==> src/rtl/mbist_march_ctrl.sv <==
module mbist_march_ctrl #(
  parameter int ADDR_W = 5,
  parameter int DATA_W = 8,
  parameter int WORDS  = 32
) (
  input  logic              clk,
  input  logic              rst_n,
  input  logic              test_req,
  input  logic              alg_sel,
  input  logic [ADDR_W-1:0] func_addr,
  input  logic [DATA_W-1:0] func_wdata,
  input  logic              func_we,
  input  logic              func_re,
  output logic [ADDR_W-1:0] mem_addr,
  output logic [DATA_W-1:0] mem_wdata,
  output logic              mem_we,
  output logic              mem_re,
  input  logic [DATA_W-1:0] mem_rdata,
  output logic              test_done,
  output logic              test_fail
);
  localparam logic [ADDR_W-1:0] LAST_A = ADDR_W'(WORDS - 1);
  localparam int EL_W = 4;
  localparam int OP_W = 3;

  typedef enum logic [1:0] {S_IDLE, S_ISSUE, S_CHECK} st_t;

  st_t               state;
  logic              alg_q, req_q, done_q, fail_q;
  logic [EL_W-1:0]   elem;
  logic [OP_W-1:0]   op;
  logic [ADDR_W-1:0] addr;
  logic [DATA_W-1:0] exp_q;

  function automatic logic el_desc(input logic alg, input logic [EL_W-1:0] e);
    return alg ? (e == 1 || e == 2) : (e >= 5);
  endfunction

  function automatic logic el_seed(input logic alg, input logic [EL_W-1:0] e);
    return alg ? (e == 2 || e == 4) : (e == 2 || e == 3 || e == 6 || e == 7);
  endfunction

  function automatic logic [OP_W-1:0] op_last(input logic alg, input logic [EL_W-1:0] e);
    if (alg) return (e == 0 || e == 5) ? OP_W'(0) : OP_W'(4);
    return (e == 1 || e == 3 || e == 5 || e == 7) ? OP_W'(1) : OP_W'(0);
  endfunction

  logic busy, start, cur_rd, cur_val, dir, last_op, at_end, last_el, miss, adv;

  assign busy    = (state != S_IDLE);
  assign start   = test_req & ~req_q & ~busy;
  assign cur_rd  = (elem != '0) & ~op[0];
  assign cur_val = (op == '0) ? el_seed(alg_q, elem) : ~el_seed(alg_q, elem);
  assign dir     = el_desc(alg_q, elem);
  assign last_op = (op == op_last(alg_q, elem));
  assign at_end  = dir ? (addr == '0) : (addr == LAST_A);
  assign last_el = (elem == (alg_q ? EL_W'(5) : EL_W'(8)));
  assign miss    = (state == S_CHECK) && (mem_rdata != exp_q);
  assign adv     = ((state == S_ISSUE) && !cur_rd) || ((state == S_CHECK) && !miss);

  always_ff @(posedge clk or negedge rst_n) begin
    if (!rst_n) begin
      state  <= S_IDLE;
      alg_q  <= 1'b0;
      req_q  <= 1'b0;
      done_q <= 1'b0;
      fail_q <= 1'b0;
      elem   <= '0;
      op     <= '0;
      addr   <= '0;
      exp_q  <= '0;
    end else begin
      req_q <= test_req;
      if (start) begin
        alg_q  <= alg_sel;
        elem   <= '0;
        op     <= '0;
        addr   <= '0;
        done_q <= 1'b0;
        fail_q <= 1'b0;
        state  <= S_ISSUE;
      end else if (miss) begin
        fail_q <= 1'b1;
        done_q <= 1'b1;
        state  <= S_IDLE;
      end else if (state == S_ISSUE && cur_rd) begin
        exp_q <= {DATA_W{cur_val}};
        state <= S_CHECK;
      end else if (adv) begin
        state <= S_ISSUE;
        if (!last_op) begin
          op <= op + 1'b1;
        end else begin
          op <= '0;
          if (!at_end) begin
            addr <= dir ? addr - 1'b1 : addr + 1'b1;
          end else if (!last_el) begin
            elem <= elem + 1'b1;
            addr <= el_desc(alg_q, elem + 1'b1) ? LAST_A : '0;
          end else begin
            done_q <= 1'b1;
            state  <= S_IDLE;
          end
        end
      end
    end
  end

  assign mem_addr  = busy ? addr : func_addr;
  assign mem_wdata = busy ? {DATA_W{cur_val}} : func_wdata;
  assign mem_we    = busy ? (state == S_ISSUE && !cur_rd) : func_we;
  assign mem_re    = busy ? (state == S_ISSUE && cur_rd) : func_re;
  assign test_done = done_q;
  assign test_fail = fail_q;
endmodule

==> config.mk <==
export PLATFORM = sky130hd
export DESIGN_NAME = mbist_march_ctrl
export DESIGN_NICKNAME = d
export VERILOG_FILES = /design/src/rtl/mbist_march_ctrl.sv
export SDC_FILE = /design/constraint.sdc
export NUM_CORES = 1
export LEC_CHECK = 0
export BUFFER_PORTS_ARGS = -buffer_cell sky130_fd_sc_hd__buf_2
export CAP_MARGIN = 20
export CORE_ASPECT_RATIO = 0.9
export CORE_UTILIZATION = 47
export DETAILED_ROUTE_END_ITERATION = 8
export PLACE_DENSITY = 0.76
export SLEW_MARGIN = 20
export SYNTH_ARGS = -nofsm -noshare
export SYNTH_HDL_FRONTEND = slang
export SYNTH_SLANG_ARGS = --single-unit
==> constraint.sdc <==
create_clock -name clk -period 2.4 [get_ports clk]
set_input_delay 0.24 -clock clk [delete_from_list [all_inputs] [get_ports clk]]
set_output_delay 0.24 -clock clk [all_outputs]
set_load 0.02 [all_outputs]
==> metrics.md, run 1 <==
| Metric | Value |
|---|---|
| Outcome | finished, violations left |
| Failing checks | setup timing |
| FF-to-FF setup slack | -0.05 ns |
| Max VDD drop | about 1.2 mV |
| Post-Synth XOR/XNOR Area | under 10% |
| Setup TNS | -0.0529 ns |
| DRT antenna net count | 0 |
| Combinational family with the most area after synthesis | compound AO/OA/AOI/OAI gates |
| Cells after Synth | roughly 180 |
| Clk_lat worst skew | 0.26 ns |
| Clock share of power | approximately 7.2% |
| Gr ovfl total | 0 |
| Hold Worst Slack | ~0.12 ns |
| # nets final | 291 |
| Buf+Inv Stages, Crit Path | 0 |
| Least-Margin Pin Slew | between 0.5 and 0.6 ns |
| Worst path slowest cell | dfrtp_1 |
| Worst-case clock buffer depth | 2 |
| GPL Wtd Cong | approximately 0.83 |
| Max Slew Vio Count | 0 |
| WP data required | roughly 2.5 ns |
| Final total power | 3.14 mW |
| Post-synthesis simple-gate area fraction | between 20% and 30% |
| Dominant synthesized flop cell | dfrtp_1 |
| Multiplexer share of the synthesized area | 5.39% |
| Finished Layout Cells | 292 |
| Largest net degree at the start of global routing | 20 |
| Hold Vio Cnt, Final | 0 |
| MaxCap Viol Count | 0 |
| Reg-to-Reg End | addr[4] |
| DRC violations left | 0 |
| Combinational Power Share | about three quarters |
| Starting density of the core | 51.4% |
| WHS Path Cells | 1 |
| Clock slew at reported path FFs | 0.07 ns |
| Leak | 1.09 nW |
| Crit path kind | flip-flop to flip-flop |
| Buffer count from post-CTS setup fixing | 0 |
| Ys async rst share | between 90% and 100% |
| Power Internal | approximately 1.6 mW |
| Vias in the first global route | ~1,600 |
| Num rows | 19 |
| Die area | 3700 um2 |
| Multi-input logic area | about 1200 um2 |
| Dominant cell type by area after synthesis | dfrtp_1 |
| CP startpoint kind | flip-flop |
| Via count | ~1,700 |
| #FFs+latches synth | 19 |
| CP delay by family, top | compound AO/OA/AOI/OAI gates |
| WHS Endpoint | req_q |
| Crit path time final | about 2.5 ns |
| CTS tree | done |
| Syn Nets | about 220 |
| Hold path start | test_req |
| Wirelength per Cell | between 10 and 15 um |
| Core area | 3160 um2 |
| RSZ-0062 raised after global routing | yes |
| Final Setup Violations | 1 |
| Initial antenna violation count | 0 |
| Share of cells above drive strength 1 | 41.2% |
| Pre-antenna DRT Iters | 4 |
| Switching share of power | between 40 and 50% |
| Routed WL | ~4.3 mm |
| DP Wirelength | 3.22 mm |
| Most frequent cells in the layout | 43 x buf_2, 28 x buf_4, 19 x dfrtp_1 |
| Worst setup EP type | flip-flop |
| Final WS setup | -0.0529 ns |
| CTS root buffer | clkbuf_8 |
| Gr usage total | 24.0% |
| Worst path cell trace | ha_2 -> or2_4 -> a211oi_4 -> nor2_4 -> fa_2 -> a21o_1 -> a21oi_2 -> xor2_1 -> o21a_1 -> o211ai_1 |
| Synth unique cells | 50 |
| Width of the die | 64.0 um |
| Global-route wire length before repair | roughly 7 mm |
| H-tree depth | 1 |
| FF+latch area | roughly 480 um2 |
| Hold crit path type | input pin to flip-flop |
| Largest fanout on the critical path | 4 |
| Sequential share of power | a little under a fifth |
| Post-synthesis adder-cell area fraction | 10.5% |
| Ports | 44 |
| Area delta synth->final | 36.0% |
| Filler instances | approximately 260 |
| DIE HEIGHT | between 50 and 60 um |
| Placed cell count | between 200 and 300 |
| Skew final | around 0.0034 ns |
| P per Cell Area | approximately 1400 nW/um2 |
| Worst Reg2Reg Path Length in Cells | 10 |
| Ant diodes | 0 |
| CTS Buf Count | 3 |
| Synth warnings | 0 |
| NetSw | about 1.5 mW |
| Buffers on Ports | 43 |
| Worst reg2reg startpoint | elem[1] |
| Complex-gate fraction of the synthesized area | between 20% and 30% |
| Syn avg cell area | 8.93 um2 |
| Register area share after synthesis | between 20% and 30% |
| Mapped cell area | 1630 um2 |
| Post-synth EDFFs | 0 |
| Rel. slew slack | roughly 66% |
| Clk sink count | 19 |
| Initial DRC count | 75 |
| F_max | 408 MHz |
| Arrival time worst endpoint | approximately 2.6 ns |
| Commonest non-fill, non-tap cell in the layout | buf_2 |
| Top post-synthesis cells by area | dfrtp_1 29%, ha_1 9.2%, a21o_1 6.5% |
| Post-synth top area share | between 20% and 30% |
| Fin crit share | 102% |
| Vias per inst | 5.69 |
| Worst path max stage delay | approximately 0.41 ns |
## synth_stat cells, drive strengths merged (2+ instances only)
library cell and n:
nor2 10, nor4 3, o31a 2, xnor2 4, o21a 3, and3 3
nand4 2, a21oi 10, nand2 14, nor4b 2, ha 12, clkbuf 6
o21ai 6, o211ai 3, dfrtp 19, nand3b 3, or2 3, xor2 3
nor3 6, o2111ai 2, buf 2, nand4b 2, o2bb2ai 4, or4 2
a21o 14, mux2 6, a211oi 3, inv 7, mux2i 2, nor2b 3
nand3 6
## state kept, by name, summed over array words and instances (netlist names)
name,cells
elem,4
op,3
state,2
req_q,1
test_done,1
exp_q,1
test_fail,1
addr,5
alg_q,1
## stage by stage
step,utilization (%),setup slack (ns),area (um2)
after CTS,68.7,0.00134,2170
final,69.9,-0.0529,2210
after global routing,69.9,-0.249,2210
after detailed placement,66.0,-0.0627,2090
after global placement,66.0,0.0115,2090
after floorplan,-,-0.106,1650
## final cells by class
| type | instances | share of cell area [%] |
|---|---|---|
| Inverter | 7 | 1.19 |
| Tap cell | 42 | 2.38 |
| Clock inverter | 1 | 0.226 |
| Multi-Input combinational cell | 148 | 53.1 |
| Timing Repair Buffer | 72 | 19.7 |
| Clock buffer | 3 | 1.87 |
| Sequential cell | 19 | 21.5 |
## power by group through the flow
stage	Combinational, mW	Sequential (mW)	Clock, mW
final	2.33	0.586	0.226
after global placement	2.15	0.578	0
after detailed placement	2.18	0.583	0
after CTS	2.26	0.578	0.234
after global routing	2.51	0.605	0.251
after floorplan	1.44	0.574	0
## kinds of logic after synthesis
family                   after synthesis
adder cells (fa/ha/maj)               13
AND/OR/NAND/NOR                       66
XOR/XNOR                               7
buffers and inverters                 15
flip-flops                            19
multiplexers                           8
AO/OA/AOI/OAI                         54
## what timing repair did
action                     in CTS  in global routing
resized for setup               6                 10
hold buffers                    1                  0
pin swaps                       3                  2
gates cloned                    0                  0
hold endpoints to repair       19                  0
setup endpoints to repair       9                 19
## worst register-to-register path: cells and delay by family, from the launching register on
family / cells / cell delay (ns)
adders and majority gates: 2 / 0.58
DFF: 1 / 0.41
AOI/OAI and AO/OA: 5 / 0.79
and+or+nand+nor: 2 / 0.33
xor gates and xnor gates: 1 / 0.21
## worst max path at each step
stage	from	endpoint	slack, ns	depth (start not counted)
global route	elem[0]	addr[4]	-0.25	12
CTS	elem[1]	addr[4]	0.001	10
global placement	elem[0]	addr[4]	0.01	11
detailed placement	elem[1]	addr[4]	-0.06	10
finish	elem[1]	addr[4]	-0.05	10
floorplan	elem[0]	addr[4]	-0.11	11
## layer usage
layer  share of wire [%]  GRT usage (%)  up-vias
li1                    -              -      812
met1                  43           31.2      780
met2                  48           41.5       62
met3                 6.7           3.15        8
met4                 1.3           8.12        0
met5                   0              0        -
Note: power is estimated with default switching activity, not from simulation.
==> run 2: changes to the inputs <==
- RECOVER_POWER: default -> 100
==> metrics.md, run 2 (synthesis gave the netlist of run 1 again) <==
| Metric | Value |
|---|---|
| Final Setup Violations | 1 |
| Buffers on Ports | 43 |
| Filler instances | 275 |
| Top Usage Layer GRT | met2 |
| Global-route wire length before repair | 6.88 mm |
| Gr usage total | about a quarter |
| Most frequent cells in the layout | 33 x buf_2, 22 x buf_4, 19 x dfrtp_1 |
| Die area | about 3700 um2 |
| Leak | 1.05 nW |
| CTS root buffer | clkbuf_8 |
| Clk_lat worst skew | around 0.26 ns |
| Initial DRC count | 68 |
| DIE HEIGHT | ~58 um |
| F_max | between 400 and 500 MHz |
| Pre-antenna DRT Iters | 4 |
| Max FFs per register | 5 |
| Worst Reg2Reg Path Length in Cells | 10 |
| H-tree depth | 1 |
| Vias in the first global route | 1,611 |
| Hold path start | test_req |
| Failing checks | setup timing |
| Initial antenna violation count | 0 |
| Num rows | 19 |
| CTS tree | done |
| Largest fanout on the critical path | 4 |
| Worst setup EP type | flip-flop |
| Core area | between 3000 and 4000 um2 |
| CP startpoint kind | flip-flop |
| Buffer count from post-CTS setup fixing | 0 |
| CTS Buf Count | 3 |
| DRT antenna net count | 0 |
| Hold Worst Slack | about 0.14 ns |
| Largest net degree at the start of global routing | 20 |
| Largest regs | addr x5, elem x4, op x3 |
| # nets final | just under 300 |
| P per Cell Area | 1410 nW/um2 |
| Gr ovfl total | 0 |
| GPL Wtd Cong | 0.829 |
| Least-Margin Pin Slew | about 1.1 ns |
| Clock slew at reported path FFs | about 0.07 ns |
| FF+latch area | ~480 um2 |
| Worst reg2reg startpoint | elem[1] |
| Clk sink count | 19 |
| Arrival time worst endpoint | 2.59 ns |
| Width of the die | around 64 um |
| Pre-CTS setup slack | -0.0627 ns |
| M3 GR Usage | 3.15% |
| Grt met1 use | 31.2% |
| Routed WL | 4.29 mm |
| WP data required | approximately 2.5 ns |
| Max Slew Vio Count | 0 |
| Via count | between 1,500 and 2,000 |
| DRC violations left | 0 |
| Hold Vio Cnt, Final | 0 |
| Ant diodes | 0 |
| Top reg by flops | addr |
| Commonest non-fill, non-tap cell in the layout | buf_2 |
| Crit path time final | between 2 and 2.5 ns |
| Max VDD drop | approximately 1.2 mV |
| Skew final | ~0.0028 ns |
| Rel. slew slack | about 30% |
| Wirelength per Cell | approximately 15 um |
| Share of cells above drive strength 1 | a little under two fifths |
| FF-to-FF setup slack | -0.06 ns |
| Met2 GRT Util | 41.5% |
| Area delta synth->final | 33.7% |
| Final WS setup | -0.0594 ns |
| Ports | 44 |
| Reg-to-Reg End | addr[4] |
| Final total power | around 3.1 mW |
| Fin crit share | 102% |
| Hold crit path type | input pin to flip-flop |
| MaxCap Viol Count | 0 |
| WHS Endpoint | req_q |
| RSZ-0062 raised after global routing | yes |
| Crit path kind | flip-flop to flip-flop |
| Vias per inst | between 5 and 6 |
| DP Wirelength | roughly 3.2 mm |
| Starting density of the core | 51.4% |
| Multi-input logic area | roughly 1200 um2 |
| Worst-case clock buffer depth | 2 |
| Outcome | finished, violations left |
| WHS Path Cells | 1 |
==> run 2: cell types whose count changed in the layout (fill, tap and decap cells not counted) <==
cell,delta
clkbuf_1,+8
clkbuf_2,+8
nand3b_4,-1
mux2_2,-1
nand3b_1,+1
buf_4,-6
mux2_1,+1
buf_2,-10
==> run 2: worst max path at each step <==
| stage | start | endpoint | slack, ns | depth (start not counted) |
|---|---|---|---|---|
| 6_report | elem[1] | addr[4] | -0.06 | 10 |
| 4_1_cts | elem[1] | addr[4] | 0.001 | 10 |
| 3_3_place_gp | elem[0] | addr[4] | 0.01 | 11 |
| 3_5_place_dp | elem[1] | addr[4] | -0.06 | 10 |
| 5_1_grt | elem[0] | addr[4] | -0.25 | 12 |
| 2_1_floorplan | elem[0] | addr[4] | -0.11 | 11 |
==> run 2: cell type report <==
type | count | area share, %
clock buffer | 3 | 1.90
clock inverter | 1 | 0.230
inverter | 7 | 1.21
multi-input combinational | 148 | 53.5
sequential | 19 | 21.9
tap | 42 | 2.42
timing repair buffer | 72 | 18.9
==> run 2: critical path, cell delays in order, from the launching register on <==
cell and delay (ns):
dfrtp_1 0.41, ha_2 0.19, or2_4 0.24, a211oi_4 0.27, nor2_4 0.09, fa_2 0.39
a21o_1 0.18, a21oi_2 0.12, xor2_1 0.22, o21a_1 0.16, o211ai_1 0.07
==> run 2: layer usage <==
| layer | part of all wire [%] | wire length [um] | up-vias |
|---|---|---|---|
| li1 | - | - | 812 |
| met3 | 6.7 | 287 | 8 |
| met5 | 0 | 0 | - |
| met1 | 44 | 1910 | 777 |
| met4 | 1.3 | 57 | 0 |
| met2 | 48 | 2040 | 67 |
==> run 2: power breakdown <==
| part | internal [mW] | switching [mW] | total [mW] |
|---|---|---|---|
| clock network | 0.115 | 0.111 | 0.226 |
| logic | 1.02 | 1.23 | 2.25 |
| registers | 0.435 | 0.149 | 0.584 |
| total | 1.57 | 1.49 | 3.06 |
==> run 2: timing repair <==
item	4_1_cts	5_1_grt
endpoints found under the setup margin	9	19
pin swaps	3	2
hold endpoints to repair	19	0
cloned	0	0
hold buffers	1	0
resized for setup	6	10
==> run 2: per-stage QoR <==
stage	util [%]	TNS [ns]	cells	area [um2]
2_1_floorplan	-	-0.106	182	1650
3_3_place_gp	66.0	0	287	2090
3_5_place_dp	66.0	-0.0627	287	2090
4_1_cts	68.7	0	292	2170
5_1_grt	68.7	-0.679	292	2170
6_report	68.7	-0.0594	292	2170
==> run 3: changes to the inputs <==
- BUFFER_PORTS_ARGS: -buffer_cell sky130_fd_sc_hd__buf_2 -> -buffer_cell sky130_fd_sc_hd__buf_4
- RECOVER_POWER: 100 -> default
==> metrics.md, run 3 (synthesis gave the netlist of run 1 again) <==
| Metric | Value |
|---|---|
| Outcome | finished, violations left |
| Failing checks | setup timing |
| Worst-case clock buffer depth | 2 |
| Filler instances | 250 |
| Clk_lat worst skew | around 0.27 ns |
| Worst path max stage delay | about 0.40 ns |
| Num rows | 19 |
| Clk sink count | 19 |
| Final WS setup | -0.0109 ns |
| Starting density of the core | approximately half |
| Hold Vio Cnt, Final | 0 |
| Switching share of power | a little under half |
| Reg-to-Reg End | addr[4] |
| CTS root buffer | clkbuf_8 |
| DRT antenna net count | 0 |
| Ant diodes | 0 |
| Hold Worst Slack | 0.107 ns |
| WP data required | 2.54 ns |
| Global-route wire length before repair | around 7.6 mm |
| DP Wirelength | between 3 and 4 mm |
| Die area | 3700 um2 |
| Gr usage total | a little over a quarter |
| Top reg by flops | addr |
| Skew final | 0.0105 ns |
| Pre-antenna DRT Iters | 4 |
| # nets final | roughly 280 |
| Most frequent cells in the layout | 64 x buf_4, 19 x dfrtp_1, 14 x a21o_1, 14 x nand2_1, 9 x nor2_1 |
| Largest fanout on the critical path | 3 |
| Core area | approximately 3200 um2 |
| Combinational Power Share | between 70 and 80% |
| Area delta synth->final | 40.1% |
| Crit path kind | flip-flop to flip-flop |
| Critical path depth | 10 |
| Worst setup EP type | flip-flop |
| Buffers on Ports | 43 |
| Ports | 44 |
| Clock share of power | 7.4% |
| Clock slew at reported path FFs | approximately 0.09 ns |
| FF-to-FF setup slack | -0.01 ns |
| Power Internal | around 1.7 mW |
| Crit path time final | ~2.4 ns |
| Share of cells above drive strength 1 | around two fifths |
| Commonest non-fill, non-tap cell in the layout | buf_4 |
| Hold crit path type | input pin to flip-flop |
| CP delay by family, top | compound AO/OA/AOI/OAI gates |
| Worst reg2reg startpoint | elem[1] |
| Max Slew Vio Count | 0 |
| WHS Endpoint | req_q |
| Max FFs per register | 5 |
| Vias in the first global route | roughly 1,600 |
| GPL Wtd Cong | between 0.9 and 1 |
| Pre-CTS setup slack | -0.0757 ns |
| RSZ-0062 raised after global routing | yes |
| Final Setup Violations | 1 |
| MaxCap Viol Count | 0 |
| Rel. slew slack | 63.3% |
| Largest regs | addr x5, elem x4, op x3 |
| Vias per inst | about 5.7 |
| Fin crit share | 100% |
| Routed WL | 4.37 mm |
| CTS Buf Count | 3 |
| Worst Reg2Reg Path Length in Cells | 10 |
| Gr ovfl total | 0 |
| DRC violations left | 0 |
| Wirelength per Cell | ~15 um |
| Largest net degree at the start of global routing | 20 |
| Leak | approximately 1.1 nW |
| NetSw | between 1.5 and 2 mW |
| WHS Path Cells | 1 |
| CP startpoint kind | flip-flop |
| Least-Margin Pin Slew | around 0.55 ns |
| CTS tree | done |
| Worst path cell trace | ha_2 -> or2_4 -> a211oi_4 -> nor2_4 -> fa_2 -> a21o_1 -> a21oi_2 -> xor2_1 -> o21a_1 -> o211ai_1 |
| P per Cell Area | 1440 nW/um2 |
| Via count | 1,638 |
| F_max | 415 MHz |
| Post-layout util | 72.0% |
| Sequential share of power | 17.8% |
| Width of the die | between 60 and 70 um |
| Max VDD drop | ~1.6 mV |
| Hold path start | test_req |
| DIE HEIGHT | 57.8 um |
| H-tree depth | 1 |
| Buf+Inv Stages, Crit Path | 0 |
| Initial DRC count | 149 |
| Initial antenna violation count | 0 |
| Arrival time worst endpoint | 2.55 ns |
| Worst path slowest cell | dfrtp_1 |
run 3: changes by cell type in the layout (fill, tap and decap cells not counted), sizes merged:
cell,change
buf,+9
clkbuf,-15
clkinv,-1
run 3: stage by stage:
stage                     cell area [um2]  setup TNS (ns)  power, mW  instances
final                                2280         -0.0109       3.28        285
after global routing                 2280          -0.837       3.51        285
after CTS                            2220        -0.00461       3.20        285
after detailed placement             2130         -0.0757       2.87        279
after global placement               2130               0       2.82        279
after floorplan                      1650          -0.106       2.02        182
run 3: routing by layer:
metal	track usage (%)	up-vias	wire [um]
met2	43.6	64	2040
met3	4.13	10	281
li1	-	797	-
met4	7.47	0	82
met5	0	-	0
met1	35.1	767	1960
run 3: what timing repair did:
action,CTS,global route
gates cloned,0,0
endpoints found under the hold margin,19,0
hold buffers,1,0
pin swaps,7,5
buffers inserted,1,0
endpoints found under the setup margin,9,19
gates resized for setup,6,14
run 3: area by class of cell:
cell class                      instances  area [um2]  share of cell area [%]
Clock buffer                            4        45.0                    1.98
Sequential cell                        19         475                    20.9
Timing Repair Buffer                   65         490                    21.5
Tap cell                               42        52.6                    2.31
Inverter                                7        26.3                    1.15
Multi-Input combinational cell        148        1190                    52.1
run 3: worst reg2reg max path, stage by stage (launching register included):
cell	delay [ns]
dfrtp_1	0.40
ha_2	0.19
or2_4	0.25
a211oi_4	0.30
nor2_4	0.06
fa_2	0.35
a21o_1	0.17
a21oi_2	0.12
xor2_1	0.22
o21a_1	0.14
o211ai_1	0.08
run 3: how the worst max path moves through the flow:
stage | from | end | slack, ns
global route | elem[1] | addr[4] | -0.12
global placement | elem[0] | addr[4] | 0.001
detailed placement | elem[0] | addr[4] | -0.08
CTS | elem[1] | addr[4] | -0.005
floorplan | elem[0] | addr[4] | -0.11
finish | elem[1] | addr[4] | -0.01
run 3: power groups by stage:
| stage | Combinational, mW | Sequential (mW) | Clock [mW] |
|---|---|---|---|
| after floorplan | 1.44 | 0.574 | 0 |
| after detailed placement | 2.29 | 0.584 | 0 |
| final | 2.45 | 0.585 | 0.241 |
| after global routing | 2.65 | 0.607 | 0.251 |
| after global placement | 2.25 | 0.573 | 0 |
| after CTS | 2.39 | 0.577 | 0.240 |
